File: src/rtl/phy_stat_pkg.sv
// Package: shared widths, bit positions and the clear-address map of the
// latched PHY status word. Assumes a 5-bit management address space.
package phy_stat_pkg;

    localparam int ADDR_W   = 5;
    localparam int DATA_W   = 16;
    localparam int N_STICKY = 6;
    localparam int N_LIVE   = 7;
    localparam int N_LLOW   = 2;

    // Reset image of the live-sampled bits (index order of live_pos): speed = 1
    localparam logic [N_LIVE-1:0] LIVE_RST = 7'b0000010;

    // Bit position of each sticky latch inside the status word
    function automatic int sticky_pos(input int idx);
        case (idx)
            0:       return 13;  // receive error
            1:       return 11;  // false carrier
            2:       return 12;  // inverted polarity
            3:       return 8;   // page received
            4:       return 7;   // interrupt pending
            default: return 6;   // remote fault
        endcase
    endfunction

    // Address whose read access releases each sticky latch
    function automatic logic [ADDR_W-1:0] sticky_clr_addr(input int idx);
        case (idx)
            0:       return 5'h15;
            1:       return 5'h14;
            2:       return 5'h1A;
            3:       return 5'h06;
            4:       return 5'h12;
            default: return 5'h01;
        endcase
    endfunction

    // Bit position of each live-sampled bit
    function automatic int live_pos(input int idx);
        case (idx)
            0:       return 0;   // link
            1:       return 1;   // speed
            2:       return 2;   // duplex
            3:       return 3;   // loopback
            4:       return 4;   // auto-negotiation done
            5:       return 5;   // jabber
            default: return 14;  // crossover swapped
        endcase
    endfunction

    // Bit position of each latched-low bit
    function automatic int llow_pos(input int idx);
        return (idx == 0) ? 10 : 9;  // signal detect, descrambler lock
    endfunction

endpackage

File: src/rtl/stat_sticky_bit.sv
// Sticky event latch: sets on a pulse and holds until its clear arrives.
// Assumes set and clear are single-cycle qualified strobes; set wins a tie.
module stat_sticky_bit (
    input  logic clk,
    input  logic rst_n,
    input  logic set_i,
    input  logic clr_i,
    output logic q_o
);

    // Latch update: set has priority over clear, reset drops the bit
    always_ff @(posedge clk) begin
        if (!rst_n)     q_o <= 1'b0;
        else if (set_i) q_o <= 1'b1;
        else if (clr_i) q_o <= 1'b0;
    end


    set_wins_chk: assert property (@(posedge clk) disable iff (!rst_n)
        set_i |=> q_o);


    held_chk: assert property (@(posedge clk) disable iff (!rst_n)
        (q_o && !set_i && !clr_i) |=> q_o);


    release_chk: assert property (@(posedge clk) disable iff (!rst_n)
        (clr_i && !set_i) |=> !q_o);

endmodule

File: src/rtl/stat_latch_low.sv
// Latched-low indication: a low live input pulls the bit to 0, where it
// stays until a re-arm strobe; afterwards the bit tracks the live input.
// Assumes the re-arm strobe is one cycle wide. Reset leaves the bit low.
module stat_latch_low (
    input  logic clk,
    input  logic rst_n,
    input  logic live_i,
    input  logic rearm_i,
    output logic q_o
);

    // Drop on low input; rise only if already high or being re-armed
    always_ff @(posedge clk) begin
        if (!rst_n) q_o <= 1'b0;
        else        q_o <= live_i & (q_o | rearm_i);
    end


    drop_chk: assert property (@(posedge clk) disable iff (!rst_n)
        !live_i |=> !q_o);


    stay_low_chk: assert property (@(posedge clk) disable iff (!rst_n)
        (!q_o && !rearm_i) |=> !q_o);

endmodule

File: src/rtl/stat_live_sample.sv
// Registers a vector of level indications once per cycle.
// Assumes inputs are already synchronous to clk. RST_VAL is the reset image.
module stat_live_sample #(
    parameter int            W       = 7,
    parameter logic [W-1:0]  RST_VAL = '0
) (
    input  logic         clk,
    input  logic         rst_n,
    input  logic [W-1:0] d_i,
    output logic [W-1:0] q_o
);

    // Sample the live levels, loading the reset image under reset
    always_ff @(posedge clk) begin
        if (!rst_n) q_o <= RST_VAL;
        else        q_o <= d_i;
    end

endmodule

File: src/rtl/phy_status_reg.sv
// Latched PHY status word. Combines live-sampled levels, sticky event latches
// released by reads of other addresses, and latched-low lock indications
// re-armed by reads of this word. Assumes one access per acc_stb cycle; only
// read accesses act as acknowledgements.
module phy_status_reg
    import phy_stat_pkg::*;
#(
    parameter logic [ADDR_W-1:0] SELF_ADDR = 5'h11
) (
    input  logic              clk,
    input  logic              rst_n,
    input  logic              acc_stb,
    input  logic [ADDR_W-1:0] acc_addr,
    input  logic              acc_write,
    input  logic              ev_rx_err,
    input  logic              ev_false_carrier,
    input  logic              ev_pol_inv,
    input  logic              ev_page_rx,
    input  logic              ev_irq,
    input  logic              ev_remote_fault,
    input  logic              sig_det,
    input  logic              dscr_lock,
    input  logic              mdix_swapped,
    input  logic              jabber,
    input  logic              an_done,
    input  logic              loopback,
    input  logic              full_duplex,
    input  logic              speed_10,
    input  logic              link_up,
    output logic [DATA_W-1:0] rd_data
);

    logic                rd_ack;
    logic [N_STICKY-1:0] ev_vec, clr_vec, sticky_q;
    logic [N_LIVE-1:0]   live_vec, live_q;
    logic [N_LLOW-1:0]   llow_in, llow_q;

    // Only reads acknowledge events
    assign rd_ack   = acc_stb & ~acc_write;
    assign ev_vec   = {ev_remote_fault, ev_irq, ev_page_rx,
                       ev_pol_inv, ev_false_carrier, ev_rx_err};
    assign live_vec = {mdix_swapped, jabber, an_done, loopback,
                       full_duplex, speed_10, link_up};
    assign llow_in  = {dscr_lock, sig_det};

    // One sticky latch per event, each released by its own address
    for (genvar i = 0; i < N_STICKY; i++) begin : g_sticky
        assign clr_vec[i] = rd_ack && (acc_addr == sticky_clr_addr(i));
        stat_sticky_bit u_bit (
            .clk   (clk),
            .rst_n (rst_n),
            .set_i (ev_vec[i]),
            .clr_i (clr_vec[i]),
            .q_o   (sticky_q[i])
        );
    end

    // Latched-low bits re-armed by a read of this word
    for (genvar j = 0; j < N_LLOW; j++) begin : g_llow
        stat_latch_low u_bit (
            .clk     (clk),
            .rst_n   (rst_n),
            .live_i  (llow_in[j]),
            .rearm_i (rd_ack && (acc_addr == SELF_ADDR)),
            .q_o     (llow_q[j])
        );
    end

    stat_live_sample #(
        .W       (N_LIVE),
        .RST_VAL (LIVE_RST)
    ) u_live (
        .clk   (clk),
        .rst_n (rst_n),
        .d_i   (live_vec),
        .q_o   (live_q)
    );

    // Place every stored bit at its position; bit 15 stays 0
    always_comb begin
        rd_data = '0;
        for (int k = 0; k < N_LIVE; k++)   rd_data[live_pos(k)]   = live_q[k];
        for (int k = 0; k < N_STICKY; k++) rd_data[sticky_pos(k)] = sticky_q[k];
        for (int k = 0; k < N_LLOW; k++)   rd_data[llow_pos(k)]   = llow_q[k];
    end


    write_keeps_chk: assert property (@(posedge clk) disable iff (!rst_n)
        (acc_stb && acc_write && rd_data[13]) |=> rd_data[13]);


    link_up_chk: assert property (@(posedge clk) disable iff (!rst_n)
        link_up |=> rd_data[0]);


    link_down_chk: assert property (@(posedge clk) disable iff (!rst_n)
        !link_up |=> !rd_data[0]);


    top_zero_chk: assert property (@(posedge clk) disable iff (!rst_n)
        !rd_data[15]);

endmodule

File: config.mk
export PLATFORM = sky130hd
export DESIGN_NAME = phy_status_reg
export DESIGN_NICKNAME = d
export VERILOG_FILES = /design/src/rtl/phy_stat_pkg.sv /design/src/rtl/stat_sticky_bit.sv /design/src/rtl/stat_latch_low.sv /design/src/rtl/stat_live_sample.sv /design/src/rtl/phy_status_reg.sv
export SDC_FILE = /design/constraint.sdc
export NUM_CORES = 1
export LEC_CHECK = 0
export CAP_MARGIN = 20
export CORE_AREA = 2 2 39 41
export DETAILED_ROUTE_END_ITERATION = 8
export DIE_AREA = 0 0 41 43
export DONT_BUFFER_PORTS = 1
export GPL_TIMING_DRIVEN = 0
export RECOVER_POWER = 50
export SLEW_MARGIN = 15
export SYNTH_ARGS = -nofsm -noshare
export SYNTH_HDL_FRONTEND = slang
export SYNTH_HIERARCHICAL = 1
export SYNTH_SLANG_ARGS = --single-unit
File: constraint.sdc
create_clock -name clk -period 1.2 [get_ports clk]
set_input_delay 0.24 -clock clk [delete_from_list [all_inputs] [get_ports clk]]
set_output_delay 0.24 -clock clk [all_outputs]
set_load 0.02 [all_outputs]
==> impl_metrics.toml <==
[power_and_ir_drop]
power.share.sequential = 0.639
p_int_mw = 0.696
p_switching_mw = 0.198
power_mw = 0.894
p_leak_nw = 0.269
ir_worst_vdd_uv = 583
powerDensity_nw_per_um2 = 1380
power_frac_clock = 0.294
swShare = 0.222
comb_power_share = 0.068

[placement]
place_worst_setup_slack_ns = -0.0370
placed_area_um2 = 643
dp_hpwl_um = 761
gp_routability_congestion = 0.653
io_buffers = 0
dpl.cell_count = 68

[final_layout]
area_delta_synth_final_pct = 5.07
num_antenna_cells = 0
fillers = 142
drive_gt1_frac = 0.214
finalInstanceArea_um2 = 648
utilization = 0.468
layout.nets = 81
final_cells = 72

[worst_hold_path]
hold_class = "input pin to flop"

[grt]
groute.usage.overall = 0.133
grt_max_degree = 16
grt_overflow = 0
grt_pass1_vias = 428
grt_pass1_wl_um = 1540
antenna_found_initial = 0

[sta]
hold_viol = 0
period_needed_ns = 0.989
fin_ws_ns = 0.211
slew_violations = 0
fmaxAchievable_ghz = 1.01
setup_viol = 0
fin_crit_sh = 0.825
setup_tns_ns = 0
grt_setup_unrepaired = "false"
clock_skew_ns = 0
hold_ws_ns = 0.0456

[route]
drc = 0
viasPerCell = 5.32
routedWlPerCell_um = 13.4
firstDrtPassIters = 2
postRouteAntennaNets = 0
dr_total_vias = 383
drt-initial-drc-count = 5
totalWireLength_um = 966

[clock_tree]
htreeDepth = 1
numCtsBuffers = 3
cts_tree = "built"
cts.path.max_buffers = 2
cts_hold_buf = 0
post_cts_buffers = 0
cts_sinks = 15
cts-resized-gates = 0
clk_pin_slew_ns = 0.08
clock_latency_ns = 0.26
cts_root_buf = "clkbuf_4"

[yosys]
yosysWarningCount = 6
syn_nets = 76
synth_largest_area_cell = "dfxtp_1"
ys_top_cells_by_area = "dfxtp_1, nor2b_4, o21a_1, and2_1, nand4bb_4"
synth_seq_area_share = 0.487
synth_area_per_cell_um2 = 11.9
ys_types = 17
synthCells = 52
syn_area_um2 = 617
ys_seq_elements = 15
yosysTopAreaCellShare = 0.487

[floorplanning]
die_h_um = 43
dieArea_um2 = 1760
core_area_um2 = 1380
initial_core_util = 0.446
boundaryPins = 40
row_count = 14
die_x_um = 41

[worst_setup_path]
cp.arrival_ns = 1.16
crit_type = "input pin to flop"
slowest_delay_ns = 0.42
crit_family = "simple AND/OR/NAND/NOR gates"
crit_path_max_fanout = 4
cp-end-kind = "flop"
cp_num_buf_inv = 0
cp_cell_sequence = "nand4bb_1 -> nor4b_2 -> nor2b_4 -> o21a_1"
cp_slowest_cell = "nor4b_2"
crit_path_start_kind = "input pin"
cp.required_ns = 1.37

[job]
drv_cap = 0

[run_status]
status = "complete, no violations"
## cells by family (layout without fill, tap and decap cells)
kind of cell | count (synthesis) | after routing | synth area share
simple gates | 27 | 27 | 0.389
flops | 15 | 15 | 0.487
compound gates | 8 | 8 | 0.105
other cells | 1 | 1 | 0.00608
buf+inv | 1 | 5 | 0.0122
## cells in the mapped netlist
| cell | instances |
|---|---|
| nand2_1 | 1 |
| o211a_1 | 2 |
| dfxtp_1 | 15 |
| nand2b_1 | 3 |
| nor4b_1 | 1 |
| buf_4 | 1 |
| nor2_1 | 2 |
| nand4bb_4 | 1 |
| nand3b_1 | 2 |
| and2_1 | 6 |
| nor2b_4 | 6 |
| nor4_2 | 1 |
| or3b_1 | 1 |
| nor3_1 | 1 |
| o21a_1 | 6 |
| nor4_1 | 2 |
| conb_1 | 1 |
## final cells by class
type                    count  area, um^2  share of cell area
multi-input cells          36         294               0.454
clock buffers               4        26.3              0.0405
plain buffers               1        7.51              0.0116
well taps                  16        20.0              0.0309
flip-flops and latches     15         300               0.463
## sequential cells by signal, summed over array words and instances (netlist names)
signal and flops:
u_live/q_o 7, g_sticky.u_bit/q_o 6, g_llow.u_bit/q_o 2
## worst reg2reg max path, cell delays in order, from the launching register on
cell and delay, ns:
dfxtp_1 0.38, nor2b_2 0.17, o21a_1 0.17
## worst paths after layout
path / start / to / slack, ns / cells after the start
setup / recovery: acc_addr[3] / g_sticky[1].u_bit/q_o$_SDFFE_PN0P_ / 0.21 / 4
hold reg to reg: g_llow[0].u_bit/q_o$_SDFF_PN0_ / g_llow[0].u_bit/q_o$_SDFF_PN0_ / 0.63 / 1
hold / removal: rst_n / u_live/q_o[1]$_SDFF_PN1_ / 0.05 / 1
setup reg to reg: g_sticky[0].u_bit/q_o$_SDFFE_PN0P_ / g_sticky[0].u_bit/q_o$_SDFFE_PN0P_ / 0.38 / 2
## layout by cell type, fill, tap and decap left out
master     instances
clkbuf_1           1
nand2b_1           3
dfxtp_1           15
nor4b_2            1
nor3_1             1
nor2b_4            5
nand3b_1           2
o211a_1            2
nor2_1             2
nand2_1            1
nand4bb_1          1
and2_1             6
o21a_1             6
nor4_1             2
nor4_2             1
or3b_1             1
clkbuf_4           3
conb_1             1
buf_4              1
nor2b_2            1
## power groups by stage
stage / Sequential [mW] / Clock (mW) / Combinational (mW)
after floorplan: 0.581 / 0 / 0.0616
after global placement: 0.583 / 0 / 0.0640
final: 0.571 / 0.263 / 0.0605
after detailed placement: 0.584 / 0 / 0.0659
after CTS: 0.572 / 0.283 / 0.0662
after global routing: 0.576 / 0.309 / 0.0670
## layer usage
metal	track usage	wire length, um
met1	0.134	359
met2	0.213	474
met3	0.0576	132
met4	0.0800	0
met5	0	0
Power figures use the tool's default switching activity.
